## config.mk

```make
export PLATFORM = sky130hd
export DESIGN_NAME = a12_scanline_irq
export DESIGN_NICKNAME = d
export VERILOG_FILES = /design/src/rtl/a12_cnt_pkg.sv /design/src/rtl/a12_edge_filter.sv /design/src/rtl/scanline_down_counter.sv /design/src/rtl/scanline_irq_flag.sv /design/src/rtl/a12_scanline_irq.sv
export SDC_FILE = /design/constraint.sdc
export NUM_CORES = 1
export LEC_CHECK = 0
export BUFFER_PORTS_ARGS = -buffer_cell sky130_fd_sc_hd__buf_4
export CORE_MARGIN = 4
export CORE_UTILIZATION = 50
export CTS_CLUSTER_DIAMETER = 40
export DETAILED_ROUTE_END_ITERATION = 12
export HOLD_SLACK_MARGIN = 0.1
export MAX_ROUTING_LAYER = met4
export PLACE_DENSITY = 0.74
export SYNTH_ARGS = -nofsm -noshare
export SYNTH_HDL_FRONTEND = slang
export SYNTH_SLANG_ARGS = --single-unit
```

## constraint.sdc

```tcl
create_clock -name clk_i -period 1.85 [get_ports clk_i]
set_clock_uncertainty 0.05 [all_clocks]
set_input_delay 0.2775 -clock clk_i [delete_from_list [all_inputs] [get_ports clk_i]]
set_output_delay 0.2775 -clock clk_i [all_outputs]
set_load 0.005 [all_outputs]
```

## src/rtl/a12_cnt_pkg.sv

```systemverilog
package a12_cnt_pkg;
  parameter int unsigned CNT_W_DEF   = 8;
  parameter int unsigned LOW_MIN_DEF = 8;

  typedef enum logic [1:0] {
    ACT_HOLD,
    ACT_LOAD,
    ACT_DEC
  } cnt_act_e;
endpackage

```

## src/rtl/a12_edge_filter.sv

```systemverilog
module a12_edge_filter #(
  parameter int unsigned LOW_MIN = a12_cnt_pkg::LOW_MIN_DEF
) (
  input  logic clk_i,
  input  logic rst_ni,
  input  logic a12_i,
  output logic edge_o
);
  localparam int unsigned LW = $clog2(LOW_MIN + 1);
  localparam logic [LW-1:0] LOW_SAT = LW'(LOW_MIN);

  logic [LW-1:0] low_q;
  logic          edge_q;

  // low_q saturates at LOW_SAT; any high sample resets it
  always_ff @(posedge clk_i or negedge rst_ni) begin
    if (!rst_ni) begin
      low_q  <= '0;
      edge_q <= 1'b0;
    end else begin
      edge_q <= a12_i && (low_q == LOW_SAT);
      if (a12_i)                low_q <= '0;
      else if (low_q != LOW_SAT) low_q <= low_q + 1'b1;
    end
  end

  assign edge_o = edge_q;
endmodule

```

## src/rtl/scanline_down_counter.sv

```systemverilog
module scanline_down_counter
  import a12_cnt_pkg::*;
#(
  parameter int unsigned CNT_W = CNT_W_DEF
) (
  input  logic             clk_i,
  input  logic             rst_ni,
  input  logic             tick_i,
  input  logic             wr_reload_i,
  input  logic [CNT_W-1:0] reload_val_i,
  input  logic             wr_clear_i,
  output logic             hit_o
);
  logic [CNT_W-1:0] period_q, cnt_q, cnt_nxt;
  logic             pend_q;
  cnt_act_e         act;

  always_comb begin
    if (!tick_i)                     act = ACT_HOLD;
    else if (cnt_q == '0 || pend_q)  act = ACT_LOAD;
    else                             act = ACT_DEC;
  end

  always_comb begin
    unique case (act)
      ACT_LOAD: cnt_nxt = period_q;
      ACT_DEC:  cnt_nxt = cnt_q - 1'b1;
      default:  cnt_nxt = cnt_q;
    endcase
  end

  always_ff @(posedge clk_i or negedge rst_ni) begin
    if (!rst_ni) begin
      period_q <= '0;
      cnt_q    <= '0;
      pend_q   <= 1'b0;
    end else begin
      if (wr_reload_i) period_q <= reload_val_i;
      cnt_q <= cnt_nxt;
      // a fresh restart request survives a tick in the same cycle
      if (wr_clear_i)  pend_q <= 1'b1;
      else if (tick_i) pend_q <= 1'b0;
    end
  end

  assign hit_o = (act != ACT_HOLD) && (cnt_nxt == '0);
endmodule

```

## src/rtl/scanline_irq_flag.sv

```systemverilog
module scanline_irq_flag (
  input  logic clk_i,
  input  logic rst_ni,
  input  logic hit_i,
  input  logic wr_enable_i,
  input  logic wr_disable_i,
  input  logic ack_i,
  output logic irq_o
);
  logic en_q, irq_q;

  always_ff @(posedge clk_i or negedge rst_ni) begin
    if (!rst_ni) begin
      en_q  <= 1'b0;
      irq_q <= 1'b0;
    end else begin
      if (wr_disable_i)     en_q <= 1'b0;
      else if (wr_enable_i) en_q <= 1'b1;
      // new event beats ack; disable beats new event
      if (hit_i && en_q && !wr_disable_i) irq_q <= 1'b1;
      else if (ack_i || wr_disable_i)     irq_q <= 1'b0;
    end
  end

  assign irq_o = irq_q;
endmodule

```

## src/rtl/a12_scanline_irq.sv

```systemverilog
module a12_scanline_irq
  import a12_cnt_pkg::*;
#(
  parameter int unsigned CNT_W   = CNT_W_DEF,
  parameter int unsigned LOW_MIN = LOW_MIN_DEF
) (
  input  logic             clk_i,
  input  logic             rst_ni,
  input  logic             a12_i,
  input  logic             wr_reload_i,
  input  logic [CNT_W-1:0] reload_val_i,
  input  logic             wr_clear_i,
  input  logic             wr_enable_i,
  input  logic             wr_disable_i,
  input  logic             ack_i,
  output logic             irq_o
);
  logic tick_w, hit_w;

  a12_edge_filter #(.LOW_MIN(LOW_MIN)) u_filt (
    .clk_i  (clk_i),
    .rst_ni (rst_ni),
    .a12_i  (a12_i),
    .edge_o (tick_w)
  );

  scanline_down_counter #(.CNT_W(CNT_W)) u_cnt (
    .clk_i        (clk_i),
    .rst_ni       (rst_ni),
    .tick_i       (tick_w),
    .wr_reload_i  (wr_reload_i),
    .reload_val_i (reload_val_i),
    .wr_clear_i   (wr_clear_i),
    .hit_o        (hit_w)
  );

  scanline_irq_flag u_flag (
    .clk_i        (clk_i),
    .rst_ni       (rst_ni),
    .hit_i        (hit_w),
    .wr_enable_i  (wr_enable_i),
    .wr_disable_i (wr_disable_i),
    .ack_i        (ack_i),
    .irq_o        (irq_o)
  );
endmodule

```

# Word-level counts from Yosys, hierarchy flattened

Cells that the tools add are included.

Word-level logic and storage cells: 38
Input bits: 16
Flip-flop bits (word level): 24
Output and inout port bits: 1

Reductions and logical operators: 14
Add/subtract/negate cells: 2
Multiplexer cells: 11
Eq/ne operators: 4

Operator list:

| kind                  | count |
|---|---|
| $logic_not A8 Y1      | 2 |
| $pmux W8 S2           | 1 |
| $reduce_bool A2 Y1    | 5 |
| $mux W4               | 2 |
| $sub A8 B1 Y8 const B | 1 |
| $mux W1               | 6 |
| $add A4 B1 Y4 const B | 1 |
| $eq A4 B4 Y1 const B  | 1 |
| $logic_and A1 B1 Y1   | 4 |
| $mux W2               | 2 |
| $ne A4 B4 Y1 const B  | 1 |
| $eq A2 B1 Y1 const B  | 1 |
| $eq A2 B2 Y1 const B  | 1 |
| $logic_or A1 B1 Y1    | 2 |
| $logic_not A1 Y1      | 1 |

# Longest topological paths before layout

Depth in word-level cells: 11
Gate-level depth with buffers: 7
Gate-level depth less buffers: 7

# Cells and area by module

From an unflattened synthesis, not the netlist that was laid out.

Cells, all modules: 130
Area total of the unflattened synthesis: 1312.5 µm²

By module, submodules not included:

| module                | times used | area each (µm²) | seq. area each (µm²) | cells an instance |
|---|---|---|---|---|
| scanline_down_counter | 1          | 988.4           | 425.4                | 101 |
| a12_edge_filter       | 1          | 247.7           | 125.1                | 22 |
| scanline_irq_flag     | 1          | 76.3            | 50.0                 | 7 |

# Least setup slack after synthesis

OpenSTA, ideal clock, no wires.

Path type: reg2reg
Start point: register u_cnt.cnt_q[0]
End point: register u_flag.irq_q, in the netlist u_flag.irq_o
Buffers on the path: 0
Data arrival time: 1.849 ns
Setup slack: -0.141 ns
Setup time: 0.092 ns
Stages on the path, launching flop included: 8
Clock period less this slack: 1.991 ns
Required time: 1.708 ns
Cell sequence: dfrtp_1 > inv_1 > ha_1 > or3b_1 > o311ai_2 > o221ai_1 > a211o_1 > o31ai_2

Word-level cells in the longest chain between the ends: 11
Elaborated cells between the ends (all ways): 15
Those cells by class: 1 x add/sub; 2 x eq/ne; 4 x mux; 8 x reduce/logical

Ends and longest elaborated chain:

| element                                       | RTL line                    | text |
|---|---|---|
| start, declared                               | scanline_down_counter.sv:14 | `logic [CNT_W-1:0] period_q, cnt_q, cnt_nxt;` |
| start signal, assigned                        | scanline_down_counter.sv:39 | `cnt_q <= cnt_nxt;` |
| $logic_not A8 Y1                              | scanline_down_counter.sv:20 | `else if (cnt_q == '0 \|\| pend_q) act = ACT_LOAD;` |
| $logic_or A1 B1 Y1                            | scanline_down_counter.sv:20 |  |
| $mux W2                                       | scanline_down_counter.sv:20 |  |
| $mux W2                                       | scanline_down_counter.sv:19 | `if (!tick_i) act = ACT_HOLD;` |
| $eq A2 B2 Y1 or $eq A2 B1 Y1 (tied branches)  | scanline_down_counter.sv:25 | `unique case (act)` |
| $pmux W8 S2                                   | scanline_down_counter.sv:25 |  |
| $logic_not A8 Y1                              | scanline_down_counter.sv:46 | `assign hit_o = (act != ACT_HOLD) && (cnt_nxt == '0);` |
| $logic_and A1 B1 Y1 *                         | scanline_down_counter.sv:46 |  |
| $logic_and A1 B1 Y1 * (2 in a row)            | scanline_irq_flag.sv:20     | `if (hit_i && en_q && !wr_disable_i) irq_q <= 1'b1;` |
| $mux W1 or $reduce_bool A2 Y1 (tied branches) | n/a                         |  |
| end signal, assigned                          | scanline_irq_flag.sv:15     | `irq_q <= 1'b0;` |
| end signal, assigned                          | scanline_irq_flag.sv:20     |  |
| end signal, assigned                          | scanline_irq_flag.sv:21     | `else if (ack_i \|\| wr_disable_i) irq_q <= 1'b0;` |
| end, declared                                 | scanline_irq_flag.sv:10     | `logic en_q, irq_q;` |

Mark *: on every way between the ends. The rest lies on a longest branch, timed or not.
A chain may end at the register's enable or synchronous reset.

# Worst setup path after layout

Ends and elaborated chain as after synthesis.

==> flow_metrics.py <==
metrics = {
    "run_status": {
        "status": "finished with violations",
        "failed_checks": "negative setup slack",
    },
    "worst_setup_path": {
        "critical_path_class": "reg2reg",
        "crit_chain": "inv_2 > ha_4 > or3b_4 > o311ai_4 > o221ai_2 > a211o_1 > o31ai_2",
        "worstPathMaxFanout": 3,
        "start_kind": "flip-flop",
        "cp.arrival_ns": 2.15,
        "startpoint": "u_cnt.cnt_q[0]",
        "rr_startpoint": "u_cnt.cnt_q[0]",
        "slowest_delay_ns": 0.41,
        "cp_slowest_cell": "dfrtp_1",
        "endpoint_kind": "flip-flop",
        "worstPathRequired_ns": 2.04,
        "cp_num_buf_inv": 1,
        "crit_family": "compound AO/OA/AOI/OAI gates",
    },
    "timing": {
        "slew_headroom_pct": 75.1,
        "fin_setup_tns_ns": -0.111,
        "rsz0062_at_grt": "true",
        "fmax_mhz": 510,
        "fin_crit_sh_pct": 106,
        "hold_violations": 0,
        "setup_slack_ns": -0.111,
        "hold_slack_ns": 0.112,
        "timing.final.crit_period_ns": 1.96,
        "setup-violations-final": 1,
        "worst_slew_pin_slew_ns": 0.372,
        "drv_slew": 0,
    },
    "yosys": {
        "ys_types": 42,
        "ys_warn_count": 0,
        "synthesis.nets": 148,
        "dominantRegCellSynth": "dfrtp_1",
        "ys_seq_area_share_pct": 46.5,
        "synth_edf_count": 0,
        "postSynthAreaPerCell_um2": 10.1,
        "async_flop_share_pct": 100,
        "syn_inst": 128,
        "ys_seq_elements": 24,
        "netlist_top_cells_area": "dfrtp_1, mux2_2, a21oi_1",
        "yosysTopAreaCell": "dfrtp_1",
        "synth_top_area_share_pct": 46.5,
        "syn-cell-area_mm2": 0.00129,
    },
    "worst_hold_path": {
        "hold_class": "in2reg",
        "min_from": "reload_val_i[6]",
    },
    "final_layout": {
        "drive_above_1_share_pct": 37.8,
        "mostFrequentLayoutCells": "buf_4, dfrtp_1, nor2_1, inv_1, a21oi_1",
        "diodes": 0,
        "area_growth_pct": 30.6,
        "final_common_cell": "buf_4",
        "fin_nets": 185,
    },
    "floorplanning": {
        "rows": 18,
        "core_mm2": 0.00248,
        "die_x_um": 58.8,
        "die_area_mm2": 0.00346,
        "die_y_um": 58.8,
        "start_util_pct": 52.2,
        "ioPinCount": 17,
    },
    "global_route": {
        "grt_pass1_wl_um": 5220,
        "grt_usage_pct": 20.2,
        "grt_max_degree": 25,
        "grt_pass1_vias": 1152,
        "grt_antenna_before_repair": 0,
        "grt_overflow": 0,
    },
    "drt": {
        "routed_wl_um": 3060,
        "drt-wirelength-per-cell_um": 15.8,
        "route.detailed.drc": 0,
        "drtIter0Drc": 48,
        "postRouteAntennaNets": 0,
        "viasPerCell": 5.66,
        "dr.pass1.iters": 4,
        "vias": 1099,
    },
    "clock_tree": {
        "cts_tree": "done",
        "cts_root_buffer": "clkbuf_4",
        "clock_sink_count": 24,
        "cts.path.max_buffers": 2,
        "clkLatencyLatePin_ns": 0.31,
        "htree_levels": 1,
        "numCtsBuffers": 3,
        "clk_pin_slew_worst_paths_ns": 0.13,
    },
    "power_and_ir_drop": {
        "p_sw_share_pct": 33.1,
        "intPower_uw": 979,
        "p_sw_uw": 484,
        "ir_worst_vdd_mv": 0.597,
        "p_leak_nw": 0.764,
        "p_clk_share_pct": 19.0,
        "power_frac_comb_pct": 35.8,
        "power_density_mw_per_mm2": 867,
        "power_frac_seq_pct": 45.2,
    },
    "flow_run": {
        "cap_violations": 0,
    },
    "place": {
        "dp_slack_ns": -0.207,
        "dp_hpwl_um": 2210,
        "gp_congestion": 0.920,
        "io_buffers": 16,
    },
}
[synthesized netlist by cell type, types with 2 or more instances]
cell type and count:
ha_1 4, a21o_1 3, a21oi_1 10, a211o_1 2, nor4_1 3, nor2b_1 2, inv_1 10, o21ai_0 6
xor2_1 2, nand2_1 7, nand4_1 2, o221ai_1 2, o21ai_1 2, dfrtp_1 24, clkbuf_1 2, mux2_2 7
nand3_1 4, nor2_1 11, nor3_1 2
[per-layer routing]
layer / GRT usage, % / vias to the layer above / part of all wire [%]
li1: - / 530 / -
met1: 26.0 / 536 / 45
met2: 33.3 / 29 / 50
met3: 2.41 / 4 / 4.7
met4: 6.15 / 0 / 0.88
met5: - / - / 0
[through the flow]
stage	instance area, µm²	std cells	utilization, %	total power [mW]
after floorplan	1290	128	-	0.929
after global placement	1550	186	62.4	1.09
after detailed placement	1550	186	62.4	1.11
after CTS	1670	194	67.4	1.44
after global routing	1690	194	68.1	1.55
final	1690	194	68.1	1.46
[tightest hold or removal path: cells and delay by family]
kind,cells,cell delay (ns)
AOI/OAI and AO/OA,1,0.05
buffers and inverters,1,0.08
and+or+nand+nor,1,0.04
[worst paths after layout]
check / to / slack [ns] / depth (start not counted)
worst min register to register: u_cnt.period_q[0] / 0.48 / 1
worst min-delay path: u_cnt.period_q[6] / 0.11 / 3
max in group asynchronous: u_cnt.cnt_q[2] / 1.17 / 2
worst max-delay path: u_flag.irq_o / -0.11 / 7
worst max register to register: u_flag.irq_o / -0.11 / 7
min in group asynchronous: u_cnt.pend_q / 0.33 / 2
[final cells by class]
class | count | area (µm²)
Clock buffer | 4 | 36.3
Multi-Input combinational cell | 90 | 689
Timing Repair Buffer | 36 | 284
Tap cell | 30 | 37.5
Fill cell | 199 | 790
Sequential cell | 24 | 603
Inverter | 10 | 37.5
[state kept, by name, summed over array words and instances (netlist names)]
register and count:
u_cnt.period_q 8, u_flag.irq_o 1, u_cnt.cnt_q 8, u_filt.low_q 4, u_cnt.pend_q 1, u_filt.edge_o 1
u_flag.en_q 1
[power by group through the flow]
stage                     registers (mW)  logic, mW  clock network, mW
after CTS                          0.656      0.504              0.285
after detailed placement           0.657      0.453                  0
after global routing               0.670      0.576              0.302
after floorplan                    0.638      0.291                  0
final                              0.662      0.524              0.278
after global placement             0.654      0.440                  0
[kinds of logic after synthesis]
logic type	count (synthesis)	synth area share (%)
and+or+nand+nor	40	17.0
AOI/OAI and AO/OA	35	19.0
DFF	24	46.5
buffers and inverters	14	4.74
muxes	8	6.87
adders and majority gates	4	3.87
xor gates and xnor gates	3	2.03
[repair_timing]
action / 4_1_cts / 5_1_grt
hold endpoints to repair: 30 / 0
pin swaps: 4 / 4
buffers inserted: 0 / 0
gates cloned: 0 / 0
hold buffers: 4 / 0
endpoints found under the setup margin: 2 / 3
gates resized for setup: 9 / 6
No activity file was read; power rests on OpenSTA's default activity.
